--- config.mk ---
export PLATFORM = sky130hd
export DESIGN_NAME = rtc_bw_top
export DESIGN_NICKNAME = d
export VERILOG_FILES = /design/src/rtl/rtc_bw_pkg.sv /design/src/rtl/rtc_bw_decode.sv /design/src/rtl/rtc_bw_bank.sv /design/src/rtl/rtc_bw_rdmux.sv /design/src/rtl/rtc_bw_top.sv
export SDC_FILE = /design/constraint.sdc
export NUM_CORES = 1
export LEC_CHECK = 0
export CORE_MARGIN = 1
export CORE_UTILIZATION = 40
export DETAILED_ROUTE_END_ITERATION = 10
export GPL_ROUTABILITY_DRIVEN = 0
export GPL_TIMING_DRIVEN = 0
export PLACE_DENSITY = 0.68
export SYNTH_ARGS = -nofsm -noshare
export SYNTH_HDL_FRONTEND = slang
export SYNTH_HIERARCHICAL = 1
export SYNTH_SLANG_ARGS = --single-unit
--- constraint.sdc ---
create_clock -name clk -period 7.32 [get_ports clk]
set_input_delay 1.098 -clock clk [delete_from_list [all_inputs] [get_ports clk]]
set_output_delay 1.098 -clock clk [all_outputs]
set_load 0.01 [all_outputs]
--- src/rtl/rtc_bw_pkg.sv ---
package rtc_bw_pkg;
   localparam int unsigned NREG     = 8;
   localparam int unsigned CTRL_IDX = 0;
   localparam int unsigned DAY_IDX  = 4;
   localparam int unsigned IDX_W    = $clog2(NREG);
   typedef logic [7:0] byte_t;
endpackage

--- src/rtl/rtc_bw_decode.sv ---
module rtc_bw_decode #(
   parameter int unsigned ADDR_W = 13
) (
   input  logic              sel_n,
   input  logic              oe_n,
   input  logic              we_n,
   input  logic [ADDR_W-1:0] addr,
   output logic              rd_go,
   output logic              wr_go,
   output logic              in_win,
   output logic [2:0]        idx
);
   assign rd_go  = !sel_n && !oe_n && we_n;
   assign wr_go  = !sel_n && !we_n;
   assign in_win = &addr[ADDR_W-1:3];
   assign idx    = addr[2:0];
endmodule

--- src/rtl/rtc_bw_bank.sv ---
module rtc_bw_bank
   import rtc_bw_pkg::*;
#(
   parameter int unsigned DATA_W   = 8,
   parameter logic [5:0]  CENT_RST = 6'h20,
   localparam int unsigned TIME_W  = (NREG - 1) * DATA_W,
   localparam int unsigned VIS_W   = NREG * DATA_W
) (
   input  logic              clk,
   input  logic              rst_n,
   input  logic              wr_go,
   input  logic              in_win,
   input  logic [2:0]        idx,
   input  logic [DATA_W-1:0] wdata,
   input  logic              tick,
   input  logic [TIME_W-1:0] cnt_now,
   output logic [VIS_W-1:0]  vis_flat,
   output logic [TIME_W-1:0] hold_flat,
   output logic              load
);
   logic       w_q, r_q, load_q;
   logic [5:0] cent_q;
   logic       ctrl_wr, tm_wr, w_set, w_clear, run, cent_ld;

   assign ctrl_wr = wr_go && in_win && (idx == 3'(CTRL_IDX));
   assign tm_wr   = wr_go && in_win && (idx != 3'(CTRL_IDX)) && w_q;
   assign w_set   = ctrl_wr && !w_q && wdata[7];
   assign w_clear = ctrl_wr && w_q && !wdata[7];
   assign run     = !w_q && !r_q;
   assign cent_ld = ctrl_wr && !wdata[7] && !wdata[6] && (w_q || !r_q);

   always_ff @(posedge clk) begin
      if (!rst_n) begin
         w_q    <= 1'b0;
         r_q    <= 1'b0;
         cent_q <= CENT_RST;
         load_q <= 1'b0;
      end else begin
         load_q <= w_clear;
         if (ctrl_wr) begin
            w_q <= wdata[7];
            r_q <= wdata[6];
         end
         if (cent_ld) cent_q <= wdata[5:0];
      end
   end

   assign vis_flat[DATA_W-1:0] = {w_q, r_q, cent_q};
   assign load = load_q;

   for (genvar k = 1; k < NREG; k++) begin : g_reg
      localparam logic [DATA_W-1:0] MASK =
         (k == DAY_IDX) ? {1'b0, {(DATA_W-1){1'b1}}} : {DATA_W{1'b1}};
      logic [DATA_W-1:0] vis_q, hold_q;
      logic              hit;
      assign hit = tm_wr && (idx == 3'(k));
      always_ff @(posedge clk) begin
         if (!rst_n) begin
            vis_q  <= '0;
            hold_q <= '0;
         end else begin
            if (w_set)    hold_q <= vis_q;
            else if (hit) hold_q <= wdata & MASK;
            if (w_clear)          vis_q <= hold_q;
            else if (hit)         vis_q <= wdata & MASK;
            else if (run && tick) vis_q <= cnt_now[k*DATA_W-1 -: DATA_W] & MASK;
         end
      end
      assign vis_flat[(k+1)*DATA_W-1 -: DATA_W] = vis_q;
      assign hold_flat[k*DATA_W-1 -: DATA_W]    = hold_q;
   end
endmodule

--- src/rtl/rtc_bw_rdmux.sv ---
module rtc_bw_rdmux
   import rtc_bw_pkg::*;
#(
   parameter int unsigned DATA_W = 8,
   localparam int unsigned VIS_W = NREG * DATA_W
) (
   input  logic              rd_go,
   input  logic              in_win,
   input  logic [2:0]        idx,
   input  logic [VIS_W-1:0]  vis_flat,
   input  logic              batt_low,
   input  logic [DATA_W-1:0] ram_rdata,
   output logic [DATA_W-1:0] rdata,
   output logic              drive
);
   logic [DATA_W-1:0] win_b;
   always_comb begin
      win_b = vis_flat[{idx, 3'b000} +: DATA_W];
      if (idx == 3'(DAY_IDX)) win_b[DATA_W-1] = !batt_low;
      if (!rd_go)      rdata = '0;
      else if (in_win) rdata = win_b;
      else             rdata = ram_rdata;
   end
   assign drive = rd_go;
endmodule

--- src/rtl/rtc_bw_top.sv ---
module rtc_bw_top
   import rtc_bw_pkg::*;
#(
   parameter int unsigned ADDR_W   = 13,
   parameter int unsigned DATA_W   = 8,
   parameter logic [5:0]  CENT_RST = 6'h20,
   localparam int unsigned TIME_W  = (NREG - 1) * DATA_W,
   localparam int unsigned VIS_W   = NREG * DATA_W
) (
   input  logic              clk,
   input  logic              rst_n,
   input  logic              bus_sel_n,
   input  logic              bus_oe_n,
   input  logic              bus_we_n,
   input  logic [ADDR_W-1:0] bus_addr,
   input  logic [DATA_W-1:0] bus_wdata,
   output logic [DATA_W-1:0] bus_rdata,
   output logic              bus_drive,
   output logic              ram_sel,
   output logic              ram_we,
   output logic [ADDR_W-1:0] ram_addr,
   output logic [DATA_W-1:0] ram_wdata,
   input  logic [DATA_W-1:0] ram_rdata,
   input  logic              cnt_tick,
   input  logic [TIME_W-1:0] cnt_now,
   output logic              cnt_load,
   output logic [TIME_W-1:0] cnt_set,
   input  logic              batt_low
);
   if (ADDR_W < 4) begin : g_bad_addr
      $error("rtc_bw_top: ADDR_W must leave room for the window");
   end
   if (DATA_W != 8) begin : g_bad_data
      $error("rtc_bw_top: control byte layout needs DATA_W of 8");
   end

   logic             rd_go, wr_go, in_win;
   logic [2:0]       idx;
   logic [VIS_W-1:0] vis_flat;

   rtc_bw_decode #(.ADDR_W(ADDR_W)) u_dec (
      .sel_n(bus_sel_n), .oe_n(bus_oe_n), .we_n(bus_we_n), .addr(bus_addr),
      .rd_go(rd_go), .wr_go(wr_go), .in_win(in_win), .idx(idx)
   );

   rtc_bw_bank #(.DATA_W(DATA_W), .CENT_RST(CENT_RST)) u_bank (
      .clk(clk), .rst_n(rst_n), .wr_go(wr_go), .in_win(in_win), .idx(idx),
      .wdata(bus_wdata), .tick(cnt_tick), .cnt_now(cnt_now),
      .vis_flat(vis_flat), .hold_flat(cnt_set), .load(cnt_load)
   );

   rtc_bw_rdmux #(.DATA_W(DATA_W)) u_rd (
      .rd_go(rd_go), .in_win(in_win), .idx(idx), .vis_flat(vis_flat),
      .batt_low(batt_low), .ram_rdata(ram_rdata),
      .rdata(bus_rdata), .drive(bus_drive)
   );

   assign ram_sel   = !bus_sel_n && !in_win;
   assign ram_we    = wr_go && !in_win;
   assign ram_addr  = bus_addr;
   assign ram_wdata = bus_wdata;
endmodule

# After elaboration in Yosys (flattened, before gate mapping)
# Index checks and enable logic that the tools add are counted.
dict set report word_totals {
  regBits 121
  latch_bits 0
  mem_bits_rw 0
  romBits 0
  in_bits 92
  out_inout_bits 89
  elab_cells 116
  mem_count 0
}
dict set report op_classes {
  add_sub_neg 0
  mul 0
  n_div 0
  order_cmp 0
  n_eq_ne 7
  shifts 1
  mux 38
  n_bitwise 0
  n_reduce_logical 52
}
# cell n
set op_table {}
lappend op_table {{2-to-1 mux 8 bit} 37}
lappend op_table {{indexed part select 64 x 7 -> 8 bit} 1}
lappend op_table {{logical AND 1 bit} 25}
lappend op_table {{nonzero test 3 bit} 8}
lappend op_table {{nonzero test 2 bit} 7}
lappend op_table {{equality test 3 bit, second input constant} 4}
lappend op_table {{AND reduction 10 bit} 1}
lappend op_table {{logical NOT 1 bit} 9}
lappend op_table {{equality test 3 x 2 -> 1 bit, second input constant} 2}
lappend op_table {{equality test 3 x 1 -> 1 bit, second input constant} 1}
lappend op_table {{logical NOT 3 bit} 1}
lappend op_table {{logical OR 1 bit} 1}
lappend op_table {{2-to-1 mux 1 bit} 1}

# Longest topological paths before layout
dict set report depth {
  depth_word 8
  ltp_mapped 9
  depth_no_buf 6
}

# Modules after synthesis
# Netlist, hierarchy kept.
# module instances cells_each area_per_inst_um2 seq_area_each_um2
set by_module_without_submodules {}
lappend by_module_without_submodules {rtc_bw_bank 1 621 6050.8 2422.3}
lappend by_module_without_submodules {rtc_bw_rdmux 1 77 653.1 0.0}
lappend by_module_without_submodules {rtc_bw_top 1 23 167.7 0.0}
lappend by_module_without_submodules {rtc_bw_decode 1 9 60.1 0.0}

# Least setup slack after synthesis
# Ideal clock, no wire load.
dict set report synth_timing {
  path_kind {input port to output port}
  from {input port bus_addr[9]}
  to {output port bus_rdata[5]}
  t_arrival_ns 2.471
  t_required_ns 6.222
  slack_ns 3.751
  stages 5
  path_buffers 1
  cell_sequence {nand4_1 nor3_2 clkbuf_1 o21ai_0 a21oi_1}
}
dict set report synth_via {
  elab_chain_cells 3
}
# item line_no
set synth_rtl {}
lappend synth_rtl {{start: declaration} rtc_bw_top.sv:15} ;# input logic [ADDR_W-1:0] bus_addr,
lappend synth_rtl {{AND reduction 10 bit} rtc_bw_decode.sv:15} ;# assign in_win = &addr[ADDR_W-1:3];
lappend synth_rtl {{net in_win} rtc_bw_top.sv:37} ;# logic rd_go, wr_go, in_win;
lappend synth_rtl {{2-to-1 mux 8 bit} rtc_bw_rdmux.sv:21} ;# else if (in_win) rdata = win_b;
lappend synth_rtl {{2-to-1 mux 8 bit} rtc_bw_rdmux.sv:20} ;# if (!rd_go) rdata = '0;
lappend synth_rtl {{end: declaration} rtc_bw_top.sv:17} ;# output logic [DATA_W-1:0] bus_rdata,
# The timed path passes the listed nets, and every way through them passes these cells.

# Final worst setup path
dict set report layout_timing {
  from {input port bus_addr[10]}
  to {output port bus_rdata[5]}
}
# Same word-level chain as after synthesis.

==> qor.yml <==
placement:
  placed_cell_area_mm2: 0.00896
  dpl.hpwl_mm: 18.5
  placed_cells: 1125
  io_buffers: 175
  pre_cts_slack_ps: 1920
drt:
  wl_met1_mm: 11.0
  met2_wirelength_mm: 11.9
  wl_mm: 26.1
  drt_iter0_markers: 692
  wl_per_cell_um: 22.5
  drtPass1Iterations: 6
  avgViaCountPerCell: 6.00
  met3_length_mm: 2.57
  remaining_drc_errors: 0
  top_layer: "met4"
  vias: 6943
  ant_nets: 0
timing:
  setup_ws_ps: 2280
  finalHoldViolCount: 0
  setup_viol: 0
  grt_setup_unrepaired: "no"
  clock.fmax_ghz: 0.198
  relSlewSlack_pct: 21.2
  min_period_ps: 5040
  fin_crit_sh_pct: 68.9
  fin_skew_ps: 6.45
  fin_setup_tns_ps: 0
  slew_violations: 0
  holdWs_ps: 491
  tightest_slew_ps: 1180
global_route:
  overflow: 0
  grt_pass1_wl_mm: 39.5
  grt_pass1_vias: 6739
  antenna_found_initial: 0
  grt_max_degree: 18
  grt_usage_pct: 29.5
floorplanning:
  dieHeight_um: 134
  rows: 47
  io-pin-count: 181
  die_area_mm2: 0.0179
  core_area_mm2: 0.0168
  die_w_um: 134
  start_util_pct: 41.4
critical_path:
  path_class: "primary input to primary output"
  cp-endpoint: "bus_rdata[5]"
  r2r_end: "u_bank/g_reg[7].vis_q[5]"
  cp-end-kind: "primary output"
  crit_start: "bus_addr[10]"
  worstReg2RegStart: "u_bank/w_q"
  r2r_setup_slack_ps: 5190
  r2r_cells: 5
  arrival_ps: 3940
  cp_max_fo: 17
  cp-start-kind: "primary input"
  crit_required_ps: 6220
clocking:
  root_buffer: "clkbuf_16"
  cts_tree: "yes"
  clockBufferDepth: 2
  cts_resized: 0
  post_cts_buffers: 0
  worst_skew_pair.late_latency_ps: 420
  cts_max_level: 4
  clock-sinks: 121
  clkTransAtPathRegs_ps: 50
  hold_buffers: 0
  numCtsBuffers: 17
synthesis:
  synth.avg_cell_area_um2: 9.50
  yosysSeqAreaShare_pct: 34.9
  synth_area_mm2: 0.00693
  yosys_warnings: 6
  yosysUniqueCellTypes: 64
  synth_edf_count: 0
  syn_nets: 822
  netlist_instances: 730
  synth-async-reset-ratio_pct: 0
  ys.flop_type: "dfxtp_1"
  ys_seq_elements: 121
min_path:
  min_path_type: "flip-flop to flip-flop"
power:
  power.total_mw: 1.77
  ir_drop_uv: 167
  power_density_mw_per_mm2: 185
  power_leakage_nw: 3.85
finish:
  layout.nets: 1016
  syn2layout_area_growth_pct: 38.1
  drive_above_1_share_pct: 21.5
  design_area_mm2: 0.00957
  fin_cells: 1157
  utilization_pct: 57.1
  n_antenna_cell: 0
run_status:
  status: "finished clean"
run:
  cap_violations: 0
==> Yosys cell counts, drive strengths merged, types with 2 or more instances <==
| master | n | share of area (%) |
|---|---|---|
| nor2b | 5 | 0.60 |
| and4b | 2 | 0.36 |
| nand4b | 3 | 0.47 |
| dfxtp | 121 | 35 |
| and2 | 2 | 0.20 |
| nand3 | 18 | 1.3 |
| nor2 | 50 | 2.7 |
| buf | 68 | 8.2 |
| nor3 | 26 | 1.9 |
| a211oi | 14 | 2.5 |
| a31oi | 3 | 0.92 |
| a22o | 2 | 0.25 |
| a21oi | 62 | 4.5 |
| mux2i | 54 | 7.8 |
| a32o | 22 | 3.2 |
| nand2b | 25 | 2.3 |
| nor4 | 5 | 0.45 |
| o22ai | 10 | 0.90 |
| clkbuf | 30 | 2.1 |
| a311oi | 9 | 1.9 |
| o21ai | 52 | 3.9 |
| inv | 3 | 0.16 |
| a221oi | 2 | 0.25 |
| a211o | 14 | 1.8 |
| and4 | 4 | 0.54 |
| mux2 | 15 | 2.4 |
| nand2 | 25 | 1.9 |
| o221a | 32 | 5.2 |
| o221ai | 15 | 1.9 |
| nand4 | 4 | 0.36 |
| a22oi | 3 | 0.32 |
| or4 | 2 | 0.27 |
| a221o | 5 | 0.72 |
| and3 | 14 | 1.4 |
==> worst min-delay path by stage <==
stage | startpoint | endpoint | slack (ps) | cells after the start
after floorplan | u_bank/cent_q[5] | u_bank/cent_q[5] | 450 | 2
after global placement | u_bank/g_reg[4].vis_q[7] | u_bank/g_reg[4].vis_q[7] | 480 | 2
after detailed placement | u_bank/g_reg[3].vis_q[0] | u_bank/g_reg[3].vis_q[0] | 490 | 1
after CTS | u_bank/g_reg[4].hold_q[7] | u_bank/g_reg[4].vis_q[7] | 500 | 2
after global routing | u_bank/g_reg[4].hold_q[7] | u_bank/g_reg[4].vis_q[7] | 520 | 2
final | u_bank/cent_q[2] | u_bank/cent_q[2] | 490 | 2
==> cell type report <==
type                    count  area, µm²
fillers                  1531       7190
multi-input cells         507       3790
flip-flops and latches    121       2420
repair buffers            175       1750
plain buffers              98        711
clock buffers              26        519
well taps                 220        275
clock inverters             6       85.1
inverters                   4       15.0
==> sequential cells by signal (all words and copies together), names as in the netlist <==
name,cells
u_bank/g.hold_q,56
u_bank/r_q,1
u_bank/cent_q,6
u_bank/w_q,1
u_bank/g.vis_q,56
u_bank/load,1
==> layout by cell type, fill, tap and decap left out, types with 10 or more instances in the layout <==
cell type,netlist,final
nor3_1,25,25
a211o_1,13,13
clkbuf_16,0,17
nor2_1,50,50
clkbuf_1,27,30
a21oi_1,62,62
nand2_1,22,22
buf_2,16,16
a211oi_2,14,14
nand2b_1,25,25
mux2i_1,54,54
clkdlybuf4s50_1,0,175
a32o_1,22,22
mux2_2,15,15
o22ai_1,10,10
o221a_2,32,32
o221ai_1,15,15
nand3_1,18,18
buf_4,31,31
buf_6,14,14
o21ai_0,49,49
dfxtp_1,121,121
==> power breakdown <==
group / internal, mW / switching [mW]
registers: 0.679 / 0.0183
logic: 0.120 / 0.104
clock network: 0.554 / 0.298
total: 1.35 / 0.421
==> layer usage <==
layer,track usage (%),vias to the layer above
met5,0,-
met4,9.66,0
met3,8.03,52
met2,46.3,396
met1,39.0,3335
li1,-,3160
==> worst max-delay path, stage by stage <==
cell	delay (ps)
clkdlybuf4s50_1	490
nand4_1	150
nor3_4	740
clkbuf_1	540
o21ai_0	180
a21oi_1	180
clkdlybuf4s50_1	560
==> cells by family after synthesis <==
logic type             after synthesis  synth area share (%)
AO/OA/AOI/OAI                      247                  28.5
AND/OR/NAND/NOR                    190                  15.8
flip-flops                         121                  34.9
buffers and inverters              102                  10.5
multiplexers                        69                  10.2
XOR/XNOR                             1                 0.126
(Power assumes the default switching activity.)
